==> config.mk <==
export PLATFORM = sky130hd
export DESIGN_NAME = kctl_lite_slave
export DESIGN_NICKNAME = d
export VERILOG_FILES = /design/src/rtl/kctl_pkg.sv /design/src/rtl/kctl_wr_chan.sv /design/src/rtl/kctl_rd_chan.sv /design/src/rtl/kctl_regfile.sv /design/src/rtl/kctl_lite_slave.sv
export SDC_FILE = /design/constraint.sdc
export NUM_CORES = 1
export LEC_CHECK = 0
export BUFFER_PORTS_ARGS = -buffer_cell sky130_fd_sc_hd__buf_2
export CAP_MARGIN = 20
export CORE_ASPECT_RATIO = 1.5
export CORE_MARGIN = 8
export CORE_UTILIZATION = 38
export DETAILED_ROUTE_END_ITERATION = 6
export PLACE_DENSITY = 0.69
export SLEW_MARGIN = 30
export SYNTH_ARGS = -nofsm -noshare
export SYNTH_HDL_FRONTEND = slang
export SYNTH_SLANG_ARGS = --single-unit
export TNS_END_PERCENT = 30
==> constraint.sdc <==
create_clock -name clk -period 4.7 [get_ports clk]
set_input_delay 0.235 -clock clk [delete_from_list [all_inputs] [get_ports clk]]
set_output_delay 0.235 -clock clk [all_outputs]
set_load 0.005 [all_outputs]
==> src/rtl/kctl_pkg.sv <==
// Shared definitions for the kernel control slave.
// Assumes 32-bit data words and byte strobes on the bus side.
package kctl_pkg;
    localparam int WORD_W          = 32;
    localparam int STRB_W          = WORD_W / 8;
    localparam int PARAM_BASE_IDX  = 4;
    localparam logic [WORD_W-1:0] LAUNCH_CODE = 32'h0000_0001;
    localparam logic [WORD_W-1:0] DONE_CODE   = 32'h0000_0004;
    localparam logic [1:0] RESP_OKAY = 2'b00;

    typedef enum logic [1:0] {
        KS_IDLE = 2'd0,
        KS_RUN  = 2'd1,
        KS_DONE = 2'd2
    } kstate_t;

    typedef struct packed {
        logic [WORD_W-1:0] data;
        logic [STRB_W-1:0] strb;
    } wbeat_t;
endpackage

==> src/rtl/kctl_wr_chan.sv <==
// Write side of the AXI4-Lite port. Holds the address and the data beat
// separately, so they can come in either order. Commits one write once
// both are held and no response is pending. Assumes a single outstanding write.
module kctl_wr_chan
    import kctl_pkg::*;
#(
    parameter int ADDR_W = 12,
    localparam int IDX_W = ADDR_W - 2
) (
    input  logic              clk,
    input  logic              rst_n,
    input  logic [ADDR_W-1:0] awaddr,
    input  logic              awvalid,
    output logic              awready,
    input  logic [WORD_W-1:0] wdata,
    input  logic [STRB_W-1:0] wstrb,
    input  logic              wvalid,
    output logic              wready,
    output logic [1:0]        bresp,
    output logic              bvalid,
    input  logic              bready,
    output logic              commit,
    output logic [IDX_W-1:0]  commit_idx,
    output wbeat_t            commit_beat
);
    logic             aw_held;
    logic             w_held;
    logic             bvalid_q;
    logic [IDX_W-1:0] idx_q;
    wbeat_t           beat_q;
    logic             unused_low_addr;

    assign unused_low_addr = ^awaddr[1:0];
    assign awready     = !aw_held;
    assign wready      = !w_held;
    assign commit      = aw_held && w_held && !bvalid_q;
    assign commit_idx  = idx_q;
    assign commit_beat = beat_q;
    assign bvalid      = bvalid_q;
    assign bresp       = RESP_OKAY;

    // Capture address and data, release both on commit, manage the response.
    always_ff @(posedge clk) begin
        if (!rst_n) begin
            aw_held  <= 1'b0;
            w_held   <= 1'b0;
            bvalid_q <= 1'b0;
            idx_q    <= '0;
            beat_q   <= '0;
        end else begin
            if (commit) begin
                aw_held  <= 1'b0;
                w_held   <= 1'b0;
                bvalid_q <= 1'b1;
            end else begin
                if (awvalid && !aw_held) begin
                    aw_held <= 1'b1;
                    idx_q   <= awaddr[ADDR_W-1:2];
                end
                if (wvalid && !w_held) begin
                    w_held      <= 1'b1;
                    beat_q.data <= wdata;
                    beat_q.strb <= wstrb;
                end
                if (bvalid_q && bready) begin
                    bvalid_q <= 1'b0;
                end
            end
        end
    end
endmodule

==> src/rtl/kctl_rd_chan.sv <==
// Read side of the AXI4-Lite port. It accepts an address only when no read
// data is pending. It captures the register file's read value in the
// accepting cycle and holds it until the host takes it.
module kctl_rd_chan
    import kctl_pkg::*;
#(
    parameter int ADDR_W = 12,
    localparam int IDX_W = ADDR_W - 2
) (
    input  logic              clk,
    input  logic              rst_n,
    input  logic [ADDR_W-1:0] araddr,
    input  logic              arvalid,
    output logic              arready,
    output logic [WORD_W-1:0] rdata,
    output logic [1:0]        rresp,
    output logic              rvalid,
    input  logic              rready,
    output logic [IDX_W-1:0]  look_idx,
    input  logic [WORD_W-1:0] look_data
);
    logic              rvalid_q;
    logic [WORD_W-1:0] rdata_q;
    logic              unused_low_addr;

    assign unused_low_addr = ^araddr[1:0];
    assign arready  = !rvalid_q;
    assign look_idx = araddr[ADDR_W-1:2];
    assign rvalid   = rvalid_q;
    assign rdata    = rdata_q;
    assign rresp    = RESP_OKAY;

    // Load the read value on address acceptance, drop valid on handshake.
    always_ff @(posedge clk) begin
        if (!rst_n) begin
            rvalid_q <= 1'b0;
            rdata_q  <= '0;
        end else if (arvalid && !rvalid_q) begin
            rvalid_q <= 1'b1;
            rdata_q  <= look_data;
        end else if (rvalid_q && rready) begin
            rvalid_q <= 1'b0;
        end
    end
endmodule

==> src/rtl/kctl_regfile.sv <==
// Register words and the kernel run state. It decodes committed writes
// into parameter and control updates, loads result words on finish, and
// serves a combinational read port. Assumes N_IN >= 1 and N_OUT >= 1.
module kctl_regfile
    import kctl_pkg::*;
#(
    parameter int ADDR_W = 12,
    parameter int N_IN   = 2,
    parameter int N_OUT  = 1,
    localparam int IDX_W  = ADDR_W - 2,
    localparam int OUT_LO = PARAM_BASE_IDX + N_IN,
    localparam int OUT_HI = OUT_LO + N_OUT
) (
    input  logic                    clk,
    input  logic                    rst_n,
    input  logic                    wr_en,
    input  logic [IDX_W-1:0]        wr_idx,
    input  wbeat_t                  wr_beat,
    input  logic [IDX_W-1:0]        rd_idx,
    output logic [WORD_W-1:0]       rd_data,
    output logic                    k_start,
    output logic [N_IN*WORD_W-1:0]  k_params,
    input  logic                    k_finish,
    input  logic [N_OUT*WORD_W-1:0] k_results
);
    kstate_t                  state_q;
    logic                     start_q;
    logic                     launch_hit;
    logic [N_OUT*WORD_W-1:0]  result_q;
    logic [N_IN*WORD_W-1:0]   param_flat;

    assign launch_hit = wr_en && (wr_idx == '0) && (wr_beat.strb == '1)
                        && (wr_beat.data == LAUNCH_CODE) && (state_q != KS_RUN);

    // Run state: launch from idle or done, complete on finish while running.
    always_ff @(posedge clk) begin
        if (!rst_n) begin
            state_q <= KS_IDLE;
            start_q <= 1'b0;
        end else begin
            start_q <= launch_hit;
            if (launch_hit) begin
                state_q <= KS_RUN;
            end else if (k_finish && state_q == KS_RUN) begin
                state_q <= KS_DONE;
            end
        end
    end

    // Result words load together on a finish strobe while running.
    always_ff @(posedge clk) begin
        if (!rst_n) begin
            result_q <= '0;
        end else if (k_finish && state_q == KS_RUN) begin
            result_q <= k_results;
        end
    end

    // One parameter word per block, each with byte-strobed writes.
    for (genvar k = 0; k < N_IN; k++) begin : g_param
        logic [WORD_W-1:0] word_q;
        logic              hit;
        assign hit = wr_en && (int'(wr_idx) == PARAM_BASE_IDX + k);
        // Merge the strobed bytes of a committed write into this word.
        always_ff @(posedge clk) begin
            if (!rst_n) begin
                word_q <= '0;
            end else if (hit) begin
                for (int b = 0; b < STRB_W; b++) begin
                    if (wr_beat.strb[b]) begin
                        word_q[8*b +: 8] <= wr_beat.data[8*b +: 8];
                    end
                end
            end
        end
        assign param_flat[WORD_W*k +: WORD_W] = word_q;
    end

    assign k_params = param_flat;
    assign k_start  = start_q;

    // Read mux: control code, parameters, results, zero elsewhere.
    always_comb begin
        rd_data = '0;
        if (rd_idx == '0) begin
            rd_data = (state_q == KS_DONE) ? DONE_CODE : '0;
        end
        for (int k = 0; k < N_IN; k++) begin
            if (int'(rd_idx) == PARAM_BASE_IDX + k) begin
                rd_data = param_flat[WORD_W*k +: WORD_W];
            end
        end
        for (int j = 0; j < N_OUT; j++) begin
            if (int'(rd_idx) == OUT_LO + j) begin
                rd_data = result_q[WORD_W*j +: WORD_W];
            end
        end
    end

    logic unused_hi;
    assign unused_hi = (OUT_HI > 0);
endmodule

==> src/rtl/kctl_lite_slave.sv <==
// Top of the kernel control slave: joins the write channel, the read
// channel and the register file. Assumes one bus clock shared with the
// kernel and a synchronous active-low reset.
module kctl_lite_slave
    import kctl_pkg::*;
#(
    parameter int ADDR_W = 12,
    parameter int N_IN   = 2,
    parameter int N_OUT  = 1
) (
    input  logic                    clk,
    input  logic                    rst_n,
    input  logic [ADDR_W-1:0]       s_awaddr,
    input  logic                    s_awvalid,
    output logic                    s_awready,
    input  logic [31:0]             s_wdata,
    input  logic [3:0]              s_wstrb,
    input  logic                    s_wvalid,
    output logic                    s_wready,
    output logic [1:0]              s_bresp,
    output logic                    s_bvalid,
    input  logic                    s_bready,
    input  logic [ADDR_W-1:0]       s_araddr,
    input  logic                    s_arvalid,
    output logic                    s_arready,
    output logic [31:0]             s_rdata,
    output logic [1:0]              s_rresp,
    output logic                    s_rvalid,
    input  logic                    s_rready,
    output logic                    k_start,
    output logic [N_IN*32-1:0]      k_params,
    input  logic                    k_finish,
    input  logic [N_OUT*32-1:0]     k_results
);
    localparam int IDX_W = ADDR_W - 2;

    logic             commit;
    logic [IDX_W-1:0] commit_idx;
    wbeat_t           commit_beat;
    logic [IDX_W-1:0] look_idx;
    logic [31:0]      look_data;

    kctl_wr_chan #(.ADDR_W(ADDR_W)) u_wr (
        .clk(clk), .rst_n(rst_n),
        .awaddr(s_awaddr), .awvalid(s_awvalid), .awready(s_awready),
        .wdata(s_wdata), .wstrb(s_wstrb), .wvalid(s_wvalid), .wready(s_wready),
        .bresp(s_bresp), .bvalid(s_bvalid), .bready(s_bready),
        .commit(commit), .commit_idx(commit_idx), .commit_beat(commit_beat)
    );

    kctl_rd_chan #(.ADDR_W(ADDR_W)) u_rd (
        .clk(clk), .rst_n(rst_n),
        .araddr(s_araddr), .arvalid(s_arvalid), .arready(s_arready),
        .rdata(s_rdata), .rresp(s_rresp), .rvalid(s_rvalid), .rready(s_rready),
        .look_idx(look_idx), .look_data(look_data)
    );

    kctl_regfile #(.ADDR_W(ADDR_W), .N_IN(N_IN), .N_OUT(N_OUT)) u_regs (
        .clk(clk), .rst_n(rst_n),
        .wr_en(commit), .wr_idx(commit_idx), .wr_beat(commit_beat),
        .rd_idx(look_idx), .rd_data(look_data),
        .k_start(k_start), .k_params(k_params),
        .k_finish(k_finish), .k_results(k_results)
    );
endmodule

==> results.sh <==
export IMPL_wirelength_microns=22530
export IMPL_fmax_ghz=0.4430
export IMPL_yosys_area_top_type="dfxtp_1"
export IMPL_vias=6481
export IMPL_relSlewSlack_pct=40.94
export IMPL_num_fill_cells=1915
export IMPL_portBuffers=197
export IMPL_synth_warnings=0
export IMPL_leakagePower_uw=0.003907
export IMPL_fin_tns_setup_ns=0
export IMPL_h_tree_depth=4
export IMPL_syn_area_per_cell_sq_um=8.983
export IMPL_p_per_area_nw_per_um2=346.6
export IMPL_wl_per_cell_microns=17.91
export IMPL_start_util_pct=38.55
export IMPL_setup_viol=0
export IMPL_nets=1087
export IMPL_hold_slack_ns=0.03681
export IMPL_final_layout_size_suffix_gt1_share_pct=28.50
export IMPL_timing_final_max_slew_violations=0
export IMPL_die_x_microns=129.6
export IMPL_grt_overflow=0
export IMPL_cts_buffer_depth=2
export IMPL_cap_violations=0
export IMPL_outcome="completed"
export IMPL_rsz0062_at_grt="no"
export IMPL_hold_class="in -> reg"
export IMPL_worstPathRequired_ns=5.00
export IMPL_cts_root_buf="clkbuf_16"
export IMPL_hold_violations=0
export IMPL_coreArea_sq_um=19080
export IMPL_grt_max_degree=102
export IMPL_yosysSeqAreaShare_pct=49.25
export IMPL_yosys_top_cells_area="dfxtp_1, mux2i_1, nand2_1, a21oi_1, nor2_1"
export IMPL_hpwl_microns=16520
export IMPL_cts_tree="built"
export IMPL_skew_ns=0.009823
export IMPL_post_cts_resize_count=0
export IMPL_arrival_ns=2.56
export IMPL_cts_buffers=17
export IMPL_crit_fanout=8
export IMPL_ctsHoldBuffers=0
export IMPL_insertion_delay_ns=0.43
export IMPL_synth_edf_count=0
export IMPL_fin_crit_sh_pct=48.02
export IMPL_routed_via_density=5.152
export IMPL_gp_congestion=0.7949
export IMPL_route_antenna_remaining_nets=0
export IMPL_tightest_slew_ns=0.8860
export IMPL_postCtsSetupBuffers=0
export IMPL_yosysUniqueCellTypes=35
export IMPL_async_reset_ff_share_pct=0
export IMPL_worst_setup_hold_path_clk_slew_ns=0.07
export IMPL_globalRouteTotalUtil_pct=18.44
export IMPL_cp_end_kind="register"
export IMPL_die_area_sq_um=24160
export IMPL_ys_flop_type="dfxtp_1"
export IMPL_synth_top_area_share_pct=49.25
export IMPL_drc_errors=0
export IMPL_synth_seq_cells=181
export IMPL_syn_to_final_growth_pct=23.61
export IMPL_worstSetupPathType="reg -> reg"
export IMPL_grt_first_pass_wirelength_microns=34540
export IMPL_drtIter0Drc=388
export IMPL_syn_inst=819
export IMPL_netlist_area_sq_um=7357
export IMPL_min_period_ns=2.257
export IMPL_setup_worst_path_start_class="register"
export IMPL_first_pass_iters=5
export IMPL_antenna_found_initial=3
export IMPL_die_y_microns=186.4
export IMPL_rows=62
export IMPL_grt_pass1_vias=6187
export IMPL_ir_drop_v=0.0002253
export IMPL_cts_sinks=181
export IMPL_io_pins=206
-- area by class of cell --
type,instances,area (sq um),share of cell area (%)
diodes,2,5.005,0.05504
clock buffers,20,466.7,5.132
clock inverters,12,98.84,1.087
inverters,6,27.53,0.3027
multi-input cells,574,3491,38.39
flip-flops and latches,181,3623,39.85
well taps,256,320.3,3.522
repair buffers,207,1061,11.67
-- cells by family (layout without fill, tap and decap cells) --
kind of cell	after synthesis	in the layout	share of synthesized area, %
AO/OA/AOI/OAI	150	150	13.01
AND/OR/NAND/NOR	325	325	20.51
multiplexers	95	95	13.45
flip-flops	181	181	49.25
buffers and inverters	67	245	3.724
other	1	6	0.05097
-- through the flow --
step                total power [uW]  cell area [sq um]  setup slack, ns  cells  utilization, %
floorplan                       1747               7368            2.747    822               -
global placement                1831               8514            2.316   1224           44.62
detailed placement              1835               8521            2.451   1224           44.65
CTS                             3176               9086            2.435   1256           47.61
global route                    3268               9094            2.312   1258           47.65
finish                          3152               9094            2.443   1258           47.65
-- where the power goes --
part | switching, uW | internal [uW] | leakage (uW)
sequential | 37.7 | 1560 | 0.00147
combinational | 127 | 75.8 | 0.00217
clock | 624 | 728 | 0.000276
total | 789 | 2360 | 0.00391
-- cell usage after synthesis (2+ instances only) --
master     number
dfxtp_1       181
nor3_1          6
nand4b_1        4
inv_1           5
mux2_2         31
nand4_1         6
mux2i_1        64
nor4_4          4
or4_1           2
nor4bb_1        7
o21ai_0         3
a21oi_1        82
buf_4           4
nand2_1       164
nor2_1        101
nor4_1         11
nor4b_1         4
a22oi_1        31
nor2b_1         3
a2bb2oi_1      31
nand4_2         4
clkbuf_1       53
buf_1           3
nand2b_1        4
-- sequential cells by signal, indices dropped and copies added, names as in the netlist, 2 cells and up --
register,count
u_rd.rdata,32
u_regs.g_param.word_q,64
u_wr.commit_beat,36
u_regs.state_q,2
u_regs.result_q,32
u_wr.commit_idx,10
-- placed cells by master (no fill, tap or decap), types with 4 or more instances in the layout --
master / n
inv_6: 4
nor4_4: 4
nor3_1: 5
mux2_2: 31
conb_1: 4
nand4_1: 6
a2bb2oi_1: 31
nand4b_1: 4
nor4_1: 10
a21oi_1: 82
dfxtp_1: 181
a22oi_1: 31
buf_4: 10
nor2_1: 101
buf_2: 197
mux2i_1: 64
clkbuf_16: 17
nor4bb_1: 7
inv_1: 5
nand2_1: 164
nand2b_1: 4
nand4_2: 4
-- critical path: stages, from the launching register on --
cell	delay [ns]
dfxtp_1	0.33
or4_4	0.64
nor4_4	0.81
mux2i_1	0.29
nor2_1	0.05
-- metal layers --
metal	global-route usage (%)	routed length [microns]
met5	0	11
met4	12.20	1143
met3	4.338	1262
met2	29.75	11000
met1	21.15	9117
-- worst paths after layout --
check	from	endpoint	slack (ns)	cells after the start
max	u_wr.commit_idx[5]	u_regs.g_param[1].word_q[13]	2.44	4
min	s_awaddr[9]	u_wr.commit_idx[7]	0.04	3
max reg2reg	u_wr.commit_idx[5]	u_regs.g_param[1].word_q[13]	2.44	4
min reg2reg	u_regs.result_q[19]	u_regs.result_q[19]	0.46	2
(Power assumes the default switching activity.)
